### config.mk
export PLATFORM = sky130hd
export DESIGN_NAME = bus_arbiter
export DESIGN_NICKNAME = d
export VERILOG_FILES = /design/src/rtl/arb_pkg.sv /design/src/rtl/arb_daisy_chain.sv /design/src/rtl/arb_prio_pick.sv /design/src/rtl/arb_owner_slot.sv /design/src/rtl/bus_arbiter.sv
export SDC_FILE = /design/constraint.sdc
export NUM_CORES = 1
export LEC_CHECK = 0
export ABC_AREA = 0
export BUFFER_PORTS_ARGS = -buffer_cell sky130_fd_sc_hd__buf_2
export CAP_MARGIN = 5
export CELL_PAD_IN_SITES_DETAIL_PLACEMENT = 0
export CELL_PAD_IN_SITES_GLOBAL_PLACEMENT = 2
export CORE_UTILIZATION = 18
export CTS_CLUSTER_SIZE = 40
export DETAILED_ROUTE_END_ITERATION = 12
export GPL_ROUTABILITY_DRIVEN = 0
export GPL_TIMING_DRIVEN = 0
export PLACE_DENSITY_LB_ADDON = 0.1
export RECOVER_POWER = 25
export SLEW_MARGIN = 20
export SYNTH_ARGS = -nofsm -noshare
export SYNTH_HDL_FRONTEND = slang
export SYNTH_SLANG_ARGS = --single-unit
### constraint.sdc
create_clock -name clk -period 1.8 [get_ports clk]
set_clock_uncertainty 0.2 [all_clocks]
set_input_delay 0.09 -clock clk [delete_from_list [all_inputs] [get_ports clk]]
set_output_delay 0.09 -clock clk [all_outputs]
set_load 0.02 [all_outputs]
### src/rtl/arb_pkg.sv
// Package: shared types for the bus arbiter.
// Assumes: nothing beyond IEEE 1800-2017.
package arb_pkg;
    // Arbitration scheme selected by the mode input.
    typedef enum logic {
        ARB_PARALLEL = 1'b0,
        ARB_SERIAL   = 1'b1
    } arb_mode_e;
endpackage

### src/rtl/arb_daisy_chain.sv
// Module: serial grant ripple across all positions.
// The grant enters position 0. A position that is not requesting passes
// it on; the first requesting position absorbs it.
// Assumes: drive_i is already gated by mode, idle and shared request.
module arb_daisy_chain #(
    parameter int NUM_MASTERS = 4
) (
    input  logic                   drive_i,
    input  logic [NUM_MASTERS-1:0] req_i,
    output logic [NUM_MASTERS-1:0] seen_o,
    output logic [NUM_MASTERS-1:0] take_o
);

    // Ripple the grant position by position.
    always_comb begin
        logic carry;
        carry = drive_i;
        for (int i = 0; i < NUM_MASTERS; i++) begin
            seen_o[i] = carry;
            take_o[i] = carry & req_i[i];
            carry     = carry & ~req_i[i];
        end
    end

endmodule

### src/rtl/arb_prio_pick.sv
// Module: fixed-priority picker for the parallel scheme; bit 0 wins.
// Assumes: en_i already includes mode and idle gating.
module arb_prio_pick #(
    parameter int NUM_MASTERS = 4
) (
    input  logic                   en_i,
    input  logic [NUM_MASTERS-1:0] req_i,
    output logic [NUM_MASTERS-1:0] pick_o
);

    logic [NUM_MASTERS:0] blocked;

    assign blocked[0] = 1'b0;

    genvar g;
    generate
        for (g = 0; g < NUM_MASTERS; g++) begin : g_pick
            // A request is blocked by any lower-numbered request.
            assign blocked[g+1] = blocked[g] | req_i[g];
            assign pick_o[g]    = en_i & req_i[g] & ~blocked[g];
        end
    endgenerate

endmodule

### src/rtl/arb_owner_slot.sv
// Module: per-master ownership flop.
// The slot is set by a take pulse and held while the master keeps
// requesting; it clears when the request is sampled low.
// Assumes: take_i can only pulse while no slot is owned.
module arb_owner_slot (
    input  logic clk,
    input  logic rst_n,
    input  logic take_i,
    input  logic req_i,
    output logic owned_o
);

    // Capture or hold ownership.
    always_ff @(posedge clk) begin
        if (!rst_n) begin
            owned_o <= 1'b0;
        end else if (owned_o) begin
            owned_o <= req_i;
        end else begin
            owned_o <= take_i;
        end
    end

endmodule

### src/rtl/bus_arbiter.sv
// Module: shared-bus arbiter with a serial (chained) or parallel scheme.
// It makes a decision only while the bus is idle; the owner keeps its grant
// until its request drops, which leaves one idle cycle between owners.
// Assumes: requests are synchronous to clk; reset is synchronous and active low.
module bus_arbiter #(
    parameter int NUM_MASTERS = 4
) (
    input  logic                                clk,
    input  logic                                rst_n,
    input  logic                                daisy_mode_i,
    input  logic [NUM_MASTERS-1:0]              req_i,
    output logic [NUM_MASTERS-1:0]              gnt_o,
    output logic [NUM_MASTERS-1:0]              chain_seen_o,
    output logic [$clog2(NUM_MASTERS)-1:0]      owner_o,
    output logic                                busy_o
);
    import arb_pkg::*;

    localparam int IDW = $clog2(NUM_MASTERS);

    arb_mode_e              mode;
    logic                   shared_req;
    logic                   idle_ok;
    logic                   chain_drive;
    logic [NUM_MASTERS-1:0] chain_take;
    logic [NUM_MASTERS-1:0] pick;
    logic [NUM_MASTERS-1:0] take;
    logic [NUM_MASTERS-1:0] owned;
    logic [IDW-1:0]         owner_idx;

    // Decode the mode and form the shared request line.
    assign mode       = arb_mode_e'(daisy_mode_i);
    assign shared_req = |req_i;
    assign idle_ok    = rst_n & ~busy_o;
    assign chain_drive = idle_ok & shared_req & (mode == ARB_SERIAL);

    arb_daisy_chain #(.NUM_MASTERS(NUM_MASTERS)) u_chain (
        .drive_i (chain_drive),
        .req_i   (req_i),
        .seen_o  (chain_seen_o),
        .take_o  (chain_take)
    );

    arb_prio_pick #(.NUM_MASTERS(NUM_MASTERS)) u_pick (
        .en_i   (idle_ok & (mode == ARB_PARALLEL)),
        .req_i  (req_i),
        .pick_o (pick)
    );

    // Merge the two schemes; only one of them is enabled at a time.
    assign take = chain_take | pick;

    genvar g;
    generate
        for (g = 0; g < NUM_MASTERS; g++) begin : g_slot
            arb_owner_slot u_slot (
                .clk     (clk),
                .rst_n   (rst_n),
                .take_i  (take[g]),
                .req_i   (req_i[g]),
                .owned_o (owned[g])
            );
        end
    endgenerate

    // Encode the one-hot owner into an index.
    always_comb begin
        owner_idx = '0;
        for (int i = 0; i < NUM_MASTERS; i++) begin
            if (owned[i]) owner_idx = owner_idx | IDW'(i);
        end
    end

    assign gnt_o   = owned;
    assign busy_o  = |owned;
    assign owner_o = owner_idx;

endmodule

* Yosys cells after proc, flatten, opt, wreduce, memory -nomap -nowiden
Index checks and enable logic that the tools add are counted. Widths: inputs -> output; s select.
Cells by class: bitwise operators 28, muxes and demuxes 7, reduce and logical (&&, ||, !) cells 2
Operators with widths (number):
- $and 1x1->1 | 18
- $reduce_or 4->1 | 2
- $not 1->1 | 7
- $mux 1 | 5
- $mux 2 | 2
- $or 4x4->4 | 1
- $or 1x1->1 | 2
Word-level totals: logic and storage cells 41, register bits 4, bits of input ports 7

* Depth between registers and ports, before layout
Gate-level depths: netlist (run 1).
word-level depth 11, depth in mapped cells 4, mapped depth without buffers 4

* By module
From an unflattened synthesis (run 1), not the netlist that was laid out.
Unflattened totals: cells, all modules 36, area, all modules 351.6 um^2
Modules (own cells, without submodules):
- arb_owner_slot | times used 4, cells each 3, seq. area each 20.0 um^2, area each 36.3 um^2
- bus_arbiter | times used 1, cells each 10, seq. area each 0.0 um^2, area each 75.1 um^2
- arb_daisy_chain | times used 1, cells each 8, seq. area each 0.0 um^2, area each 66.3 um^2
- arb_prio_pick | times used 1, cells each 6, seq. area each 0.0 um^2, area each 65.1 um^2

* Worst setup path after synthesis (run 1)
OpenSTA, ideal clock, no wires.
path type reg-to-output, from reg g_slot[0].u_slot.owned_o, to out chain_seen_o[1], stages on the path, launching flop included 4, data required time 1510 ps, buffers on the path 0, arrival time 1342 ps, path slack 168 ps, path through dfxtp_1 > nor4_4 > nand3_2 > nor3_1
Between the ends: cells in the longest elaborated chain, start to end 6
Ends and longest elaborated chain:
- start: declaration | RTL line arb_owner_slot.sv:10 | output logic owned_o
- start signal: assignment | RTL line arb_owner_slot.sv:18 | owned_o <= req_i;
- start signal: assignment | RTL line arb_owner_slot.sv:20 | owned_o <= take_i;
- $reduce_or 4->1 | RTL line bus_arbiter.sv:75 | assign busy_o = |owned;
- $not 1->1 | RTL line bus_arbiter.sv:34 | assign idle_ok = rst_n & ~busy_o;
- $and 1x1->1 | RTL line bus_arbiter.sv:34
- $and 1x1->1 (2 in series) | RTL line bus_arbiter.sv:35 | assign chain_drive = idle_ok & shared_req & (mode == ARB_SERIAL);
- $and 1x1->1 | RTL line arb_daisy_chain.sv:21 | carry = carry & ~req_i[i];
- end: declaration | RTL line bus_arbiter.sv:13 | output logic [NUM_MASTERS-1:0] chain_seen_o,
No other way between the ends.

* Worst setup path after layout (run 1)
from in req_i[1], to out chain_seen_o[0]
Between the ends: cells in the longest elaborated chain, start to end 3
Ends and longest elaborated chain:
- start: declaration | RTL line bus_arbiter.sv:11 | input logic [NUM_MASTERS-1:0] req_i,
- $reduce_or 4->1 | RTL line bus_arbiter.sv:33 | assign shared_req = |req_i;
- $and 1x1->1 (2 in series) | RTL line bus_arbiter.sv:35
No other way between the ends.

==> results of run 1 <==
worst register-to-register path, cell delays in order (launching register included):
cell     delay (ns)
dfxtp_2        0.33
nor4_4         0.33
buf_4          0.18
buf_4          0.10
inv_2          0.03
nor3_1         0.14
o211a_1        0.15
how the worst max path moves through the flow:
stage                            to  slack (ns)  depth (start not counted)
floorplan           chain_seen_o[1]        0.17                          3
global placement    chain_seen_o[2]        0.17                          4
detailed placement  chain_seen_o[2]        0.15                          4
CTS                 chain_seen_o[0]       0.008                          6
global route        chain_seen_o[2]      -0.006                          4
finish              chain_seen_o[0]        0.07                          6
cells by family (layout without fill, tap and decap cells):
kind of cell	Yosys count	count (layout)	synth area share, %
buf+inv	6	35	15.87
simple gates	16	16	39.90
flops	4	4	30.77
compound gates	4	4	13.46
power by group through the flow:
stage	Sequential, uW	Clock, uW	Combinational [uW]
2_1_floorplan	99.5	0	51.5
3_3_place_gp	101	0	79.7
3_5_place_dp	101	0	80.3
4_1_cts	99.6	118	96.4
5_1_grt	101	122	119
6_report	100	109	111
stage by stage:
stage / std cells / hold slack [ns] / setup TNS, ns / cell area, um2
5_1_grt: 74 / 0.1358 / -0.009668 / 505.5
6_report: 74 / 0.1050 / 0 / 505.5
2_1_floorplan: 30 / 0.009167 / 0 / 260.3
3_5_place_dp: 62 / 0.1670 / 0 / 364.1
3_3_place_gp: 62 / 0.1583 / 0 / 364.1
4_1_cts: 73 / 0.06116 / 0 / 465.4
cell type report:
class / count / area, um2 / area share [%]
inverters: 1 / 3.754 / 0.7426
flip-flops and latches: 4 / 82.58 / 16.34
repair buffers: 26 / 172.7 / 34.16
multi-input cells: 20 / 167.7 / 33.17
plain buffers: 5 / 37.54 / 7.426
well taps: 15 / 18.77 / 3.713
clock buffers: 3 / 22.52 / 4.455
cells in the final DEF (no fill, tap or decap), drive strengths merged:
cell type | Yosys | routed
a21oi | 1 | 1
nor2 | 5 | 5
buf | 5 | 25
dlygate4sd3 | 0 | 6
dfxtp | 4 | 4
nor4 | 3 | 3
inv | 1 | 1
o211a | 3 | 3
or2 | 2 | 2
clkbuf | 0 | 3
nand3 | 1 | 1
nor3 | 3 | 3
nand2 | 2 | 2
per-layer routing:
metal  track usage, %  up-vias  wire, um
met5                0        -         0
met4            12.93        0         8
met3            1.667        2        32
met2            17.34        8       418
met1            11.00      145       317
li1                 -      161         -
what timing repair did:
item / 4_1_cts / 5_1_grt
pin swaps: 2 / 4
setup buffers: 1 / 2
endpoints found under the hold margin: 4 / 0
hold buffers: 7 / 0
setup endpoints to repair: 3 / 4
gates resized for setup: 1 / 8
==> impl_metrics.ini, run 1 <==
[setup_path]
path_class = input pin to primary output
worstReg2RegStart = g_slot[0].u_slot.owned_o
reg2regPathDepth = 6
r2r-end = g_slot[2].u_slot.owned_o
cpMaxStageDelayCell = dlygate4sd3_1
critPathBufInv = 4
startpoint = req_i[1]
path_max_fanout = 5
critPathArrivalTime_ns = 1.44
path_delay_family = buffers and inverters
cp-start-kind = input pin
r2r_slack_ns = 0.29
cp_cell_sequence = dlygate4sd3_1 > buf_2 > nor4_4 > nor2_1 > buf_4 > buf_4
endpoint_kind = primary output
crit_path_max_incr_delay_ns = 0.53
required_ns = 1.51
crit_top_cell = buf_4

[grt]
grt_pass1_wl_mm = 1.090
grt_overflow_total = 0
grt_start_max_net_pins = 8
grt_antenna_before_repair = 0
grt_usage_pct = 10.83
grt_pass1_vias = 284

[synth]
ys_top_cells_by_area = dfxtp_1, buf_4, o211a_1, nor4_4, nor2_1
synth_nets = 37
yosysSeqAreaShare_pct = 30.77
synth-edff-count = 0
ys_warn_count = 0
avgSynthCellArea_um2 = 8.675
synth_area_um2 = 260.3
synth_top_cell_area_share_pct = 30.77
syn_inst = 30
synthFlopType = dfxtp_1
async_reset_ff_share_pct = 0
synth_seq_cells = 4
synth_commonest_cells = buf_4, nor2_1, dfxtp_1
yosysTopAreaCell = dfxtp_1
synth_cell_types = 13

[final_layout]
max_flop_register = g_slot.u_slot.owned_o
num-fill-cells = 134
antenna-diode-count = 0
largestRegisters = g_slot.u_slot.owned_o (4)
nets = 68
fin_util_pct = 38.37
largest_reg_flops = 4
area_growth_pct = 94.23
layout-drive-gt1-share_pct = 64.41

[power_and_ir_drop]
leakage_uw = 0.0002783
p_int_uw = 224.7
p_sw_uw = 94.99
ir_drop_uv = 333.9
p_comb_share_pct = 34.6
clkPwrFrac_pct = 34.1
p_sw_share_pct = 29.72
finalPower_uw = 319.6
p_per_area_mw_per_mm2 = 632.3
seq_power_share_pct = 31.3

[place]
place_hpwl_um = 563.2
pre_cts_ws_ns = 0.1544
port_buffers = 17

[route]
vias = 316
drc = 0
initialDrtViolationCount = 2
routedWlPerCell_um = 10.50
ant_nets = 0
viasPerCell = 4.270
routed_wl_um = 777
dr.pass1.iters = 2

[die]
ioPinCount = 18
num_rows = 13
fp.dieW_um = 40.03
core_area_mm2 = 0.001318
dieArea_mm2 = 0.001602
die_h_um = 40.03
start_util_pct = 19.75

[min_path]
hp-class = input pin to flip-flop
holdPathStages = 3
min-delay-start = req_i[0]
holdPathEnd = g_slot[1].u_slot.owned_o

[run]
max_cap_violations = 0

[clocking]
clk_root_buffer_cell = clkbuf_4
insertion_delay_ns = 0.23
clk_pin_slew_ns = 0.04
cts_made_buffers = 3
htreeDepth = 1
cts.sinks = 4
cts.path.max_buffers = 2
cts_tree = yes

[timing]
tightest_slew_ns = 0.2718
hold_viol = 0
timing.fmax_mhz = 578.6
slew_viol_final = 0
fin_ws_ns = 0.07183
final.period_utilization_pct = 96.01
post-route-min-period_ns = 1.728
slew_headroom_pct = 81.75
setup_viol_count_final = 0

[outcome]
outcome = finished clean
Power figures use the tool's default switching activity.
==> run 2: changes to the inputs <==
CORE_UTILIZATION = 23   (was 18)
SYNTH_HIERARCHICAL = 1   (was default)
==> run 2 against run 1 <==
Effect of this change:
- register-to-register slack worse by 0.63 ns
- combinational power about the same
- clock power is essentially flat
- synthesized area up 35%
- critical path type is now flip-flop to primary output
- synthesized cell count grew 20%
- setup slack got worse by 0.45 ns
- die area is 5.4% higher
- the run now ends with setup timing left
- cell area is 17% higher
==> impl_metrics.ini, run 2 <==
[outcome]
outcome = finished, violations left
violations = setup timing

[synth]
avgSynthCellArea_um2 = 9.766
synth_seq_cells = 4
syn_inst = 36
synth-edff-count = 0
synth_nets = 43
yosysTopAreaCell = dfxtp_1
synth_top_cell_area_share_pct = 22.78
synthFlopType = dfxtp_1
synth_area_um2 = 351.6
synth_cell_types = 18
yosysSeqAreaShare_pct = 22.78
async_reset_ff_share_pct = 0
ys_warn_count = 6
synth_commonest_cells = nor2b_1, or2_2, dfxtp_1, mux2i_1, and2_1
ys_top_cells_by_area = dfxtp_1, mux2i_1, nor2b_1, or2_2, nor4b_4

[power_and_ir_drop]
ir_drop_uv = 166.7
p_comb_share_pct = 35.4
p_sw_share_pct = 28.39
p_int_uw = 227.6
clkPwrFrac_pct = 34.4
leakage_uw = 0.0002891
p_per_area_mw_per_mm2 = 539.3
seq_power_share_pct = 30.2
p_sw_uw = 90.24
finalPower_uw = 317.8

[grt]
grt_busiest_layer = met2
use_met2_pct = 21.09
gr-usage-met3_pct = 2.174
grt_usage_pct = 12.42
grt_overflow_total = 0
grt_start_max_net_pins = 8
grt_antenna_before_repair = 0
grt_pass1_vias = 326
grt_pass1_wl_mm = 1.324
use_met1_pct = 13.38

[timing]
hold_viol = 0
tightest_slew_ns = 0.2466
slew_viol_final = 0
final.setup.tns_ns = -2.086
fin_ws_ns = -0.3745
rsz0062_at_grt = yes
holdWs_ns = 0.06009
final.period_utilization_pct = 120.8
slew_headroom_pct = 83.63
setup_viol_count_final = 8
timing.fmax_mhz = 459.9
post-route-min-period_ns = 2.174

[clocking]
insertion_delay_ns = 0.23
cts.sinks = 4
htreeDepth = 1
clk_pin_slew_ns = 0.04
cts_made_buffers = 3
cts_tree = yes
cts.path.max_buffers = 2
clk_root_buffer_cell = clkbuf_4

[final_layout]
fin_util_pct = 43.13
final_common_cell = buf_2
nets = 72
num-fill-cells = 147
max_flop_register = g_slot.u_slot/owned_o
fin_cells = 78
area_growth_pct = 67.62
layout-drive-gt1-share_pct = 69.84
largestRegisters = g_slot.u_slot/owned_o (4)
largest_reg_flops = 4
mostFrequentLayoutCells = buf_2, or2_2, buf_4
antenna-diode-count = 0

[setup_path]
critPathArrivalTime_ns = 1.88
startpoint = g_slot[2].u_slot/owned_o
r2r_slack_ns = -0.34
r2r-end = g_slot[2].u_slot/owned_o
path_max_fanout = 3
required_ns = 1.51
setup.worst_path.end = chain_seen_o[3]
cp-start-kind = flip-flop
path_class = flip-flop to primary output
endpoint_kind = primary output
reg2regPathDepth = 8
worstReg2RegStart = g_slot[2].u_slot/owned_o

[min_path]
hp-class = input pin to flip-flop
holdPathStages = 3

[die]
die_h_um = 41.10
fp.dieW_um = 41.10
start_util_pct = 25.73
ioPinCount = 18
dieArea_mm2 = 0.001689
core_area_mm2 = 0.001366
num_rows = 13

[route]
routedWlPerCell_um = 10.78
vias = 333
initialDrtViolationCount = 1
ant_nets = 0
dr.pass1.iters = 3
routed_wl_um = 841
viasPerCell = 4.269
drc = 0

[place]
dp_cells = 68
place_hpwl_um = 616.8
port_buffers = 17

[run]
max_cap_violations = 0
run 2: changes by cell type after synthesis, moves of 2 or more:
cell     delta
nor2b_1     +6
buf_4       -4
mux2i_1     +4
nor2_1      -4
or2_2       +4
and2_1      +3
nor3_1      -3
o211a_1     -3
nand2_1     -2
run 2: logic make-up after synthesis:
| group | count (synthesis) | synth area share (%) |
|---|---|---|
| buffers and inverters | 2 | 3.203 |
| AND/OR/NAND/NOR | 26 | 62.64 |
| multiplexers | 4 | 11.39 |
| flip-flops | 4 | 22.78 |
run 2: worst max-delay path: stages, from the launching register on:
cell	delay [ns]
dfxtp_2	0.31
or4_4	0.53
and4bb_2	0.31
nor3b_4	0.21
nor2b_4	0.17
buf_6	0.11
run 2: worst min path at each step:
stage          startpoint                        to
2_1_floorplan       rst_n  g_slot[0].u_slot/owned_o
3_3_place_gp        rst_n  g_slot[3].u_slot/owned_o
3_5_place_dp        rst_n  g_slot[1].u_slot/owned_o
4_1_cts          req_i[2]  g_slot[2].u_slot/owned_o
5_1_grt          req_i[2]  g_slot[2].u_slot/owned_o
6_report         req_i[0]  g_slot[0].u_slot/owned_o
run 2: power by group through the flow:
stage	clock network [uW]	registers (uW)	logic [uW]
finish	109	96.0	112
global route	123	96.4	123
CTS	116	96.0	114
detailed placement	0	98.6	86.7
global placement	0	98.1	85.1
floorplan	0	102	50.5
run 2: repair_timing:
item	CTS	global route
gates resized for setup	12	1
hold endpoints to repair	4	0
setup endpoints to repair	8	8
gates cloned	0	0
buffers inserted	5	0
hold buffers	2	0
pin swaps	3	2
run 2: layer usage:
| layer | up-vias | share of wire, % |
|---|---|---|
| li1 | 177 | - |
| met1 | 141 | 47 |
| met2 | 15 | 46 |
| met3 | 0 | 6.4 |
| met4 | 0 | 0 |
| met5 | - | 0 |
run 2: area by class of cell:
class                   count  area, um2  area share (%)
multi-input cells          30      286.5           48.62
clock buffers               3      22.52           3.822
repair buffers             24      166.4           28.24
flip-flops and latches      4      83.83           14.23
plain buffers               1      7.507           1.274
well taps                  15      18.77           3.185
inverters                   1      3.754          0.6369
run 2: per-stage QoR:
step	setup WS [ns]	cell area [um2]
CTS	-0.3964	589.3
finish	-0.3745	589.3
detailed placement	-0.3491	462.9
global route	-0.4535	589.3
floorplan	-0.4901	359.1
global placement	-0.3047	462.9
==> run 3: changes to the inputs <==
CELL_PAD_IN_SITES_DETAIL_PLACEMENT = default   (was 0)
CELL_PAD_IN_SITES_GLOBAL_PLACEMENT = default   (was 2)
CORE_AREA = 2 2 39 41   (was default)
CORE_UTILIZATION = default   (was 23)
DIE_AREA = 0 0 41 43   (was default)
PLACE_DENSITY_LB_ADDON = default   (was 0.1)
==> run 3 against run 2 <==
Effect of this change:
- the flow still finishes with violations (setup timing)
- power up 2.8%
- global-route usage down 0.92 points
- wire length up 3.0%
- cell area up 3.4%
- maximum frequency down 2.2%
- sequential share of layout area down 0.47 points
- hold slack worse by 0.019 ns
- largest power group unchanged
==> impl_metrics.ini, run 3 (synthesis results as in run 2) <==
[route]
met2WireLength_um = 422
drc = 0
routedWlPerCell_um = 10.69
routed_wl_um = 866
wl_met1_um = 344
dr.pass1.iters = 2
viasPerCell = 4.333
wl_met3_um = 68
ant_nets = 0
top_layer_used = met4
initialDrtViolationCount = 2
vias = 351

[final_layout]
largest_reg_flops = 4
multi_input_area_um2 = 286.5
mostFrequentLayoutCells = buf_2, buf_4, or2_2
nets = 74
fin_cells = 81
seq_area_um2 = 83.83
fin_util_pct = 44.03
layout-drive-gt1-share_pct = 70.77
area_growth_pct = 73.31
antenna-diode-count = 0
largestRegisters = g_slot.u_slot/owned_o (4)
num-fill-cells = 144
max_flop_register = g_slot.u_slot/owned_o
final_common_cell = buf_2

[outcome]
violations = setup timing
outcome = finished, violations left

[timing]
slew_viol_final = 0
tightest_slew_ns = 0.2451
setup_viol_count_final = 8
post-route-min-period_ns = 2.224
slew_headroom_pct = 83.73
holdWs_ns = 0.04117
fin_ws_ns = -0.4240
final.period_utilization_pct = 123.6
rsz0062_at_grt = yes
hold_viol = 0
timing.fmax_mhz = 449.6

[die]
die_h_um = 43
dieArea_mm2 = 0.001763
core_area_mm2 = 0.001384
num_rows = 14
start_util_pct = 25.41
ioPinCount = 18
fp.dieW_um = 41

[setup_path]
worstReg2RegStart = g_slot[2].u_slot/owned_o
startpoint = g_slot[2].u_slot/owned_o
required_ns = 1.51
path_class = flip-flop to primary output
cp-start-kind = flip-flop
endpoint_kind = primary output
critPathArrivalTime_ns = 1.93
path_max_fanout = 4
r2r_slack_ns = -0.34

[grt]
grt_overflow_total = 0
grt_pass1_wl_mm = 1.317
grt_pass1_vias = 333
grt_antenna_before_repair = 0
grt_start_max_net_pins = 8
grt_usage_pct = 11.50

[clocking]
clk_root_buffer_cell = clkbuf_4
cts_made_buffers = 3
cts.sinks = 4
clk_pin_slew_ns = 0.04
htreeDepth = 1
cts_tree = yes
insertion_delay_ns = 0.24
cts.path.max_buffers = 2

[min_path]
hp-class = input pin to flip-flop
min-delay-start = req_i[2]

[power_and_ir_drop]
leakage_uw = 0.0002994
p_per_area_mw_per_mm2 = 536.1
ir_drop_uv = 155.2

[place]
port_buffers = 17
dp_cells = 69
place_hpwl_um = 570.1

[run]
max_cap_violations = 0
==> run 3: cell types whose count changed in the layout (fill, tap and decap cells not counted) <==
cell / before / now
buf_4: 6 / 7
buf_6: 4 / 5
==> run 3: area by class of cell <==
cell class | count | area share (%)
clock buffer | 3 | 3.696
tap | 16 | 3.285
sequential | 4 | 13.76
multi-input combinational | 30 | 47.02
inverter | 1 | 0.6160
timing repair buffer | 26 | 30.39
buffer | 1 | 1.232
==> run 3: final timing paths <==
kind	endpoint	depth (start not counted)
worst max-delay path	chain_seen_o[3]	5
worst max register to register	g_slot[1].u_slot/owned_o	9
worst min register to register	g_slot[3].u_slot/owned_o	2
worst min-delay path	g_slot[2].u_slot/owned_o	3
==> run 3: through the flow <==
stage / cell area, um2 / setup TNS [ns] / setup slack [ns] / total power (uW)
global route: 609.3 / -3.150 / -0.4800 / 348.5
detailed placement: 464.2 / -1.357 / -0.3527 / 183.6
global placement: 464.2 / -1.334 / -0.3125 / 183.0
CTS: 584.3 / -2.556 / -0.4234 / 321.6
finish: 609.3 / -2.539 / -0.4240 / 326.7
floorplan: 359.1 / -2.100 / -0.4901 / 152.7
==> run 3: what timing repair did <==
action                                 4_1_cts  5_1_grt
setup buffers                                5        2
endpoints found under the hold margin        4        0
pin swaps                                    3        4
gates resized for setup                     12        2
setup endpoints to repair                    8        8
hold buffers                                 2        0
==> run 3: worst max-delay path: stages (launching register included) <==
cell	delay, ns
dfxtp_2	0.31
or4_4	0.54
and4bb_2	0.32
nor3b_4	0.23
nor2b_4	0.18
buf_6	0.11
==> run 3: power breakdown <==
group          switching [uW]  leakage (uW)  internal, uW
registers                3.04     0.0000339          93.3
logic                    54.0      0.000252          64.0
clock network            37.7     0.0000138          74.6
==> run 3: routing by layer <==
layer / GRT usage [%] / up-vias
li1: - / 182
met4: 12.00 / 0
met2: 17.19 / 15
met5: 0 / -
met3: 2.094 / 4
met1: 12.06 / 150
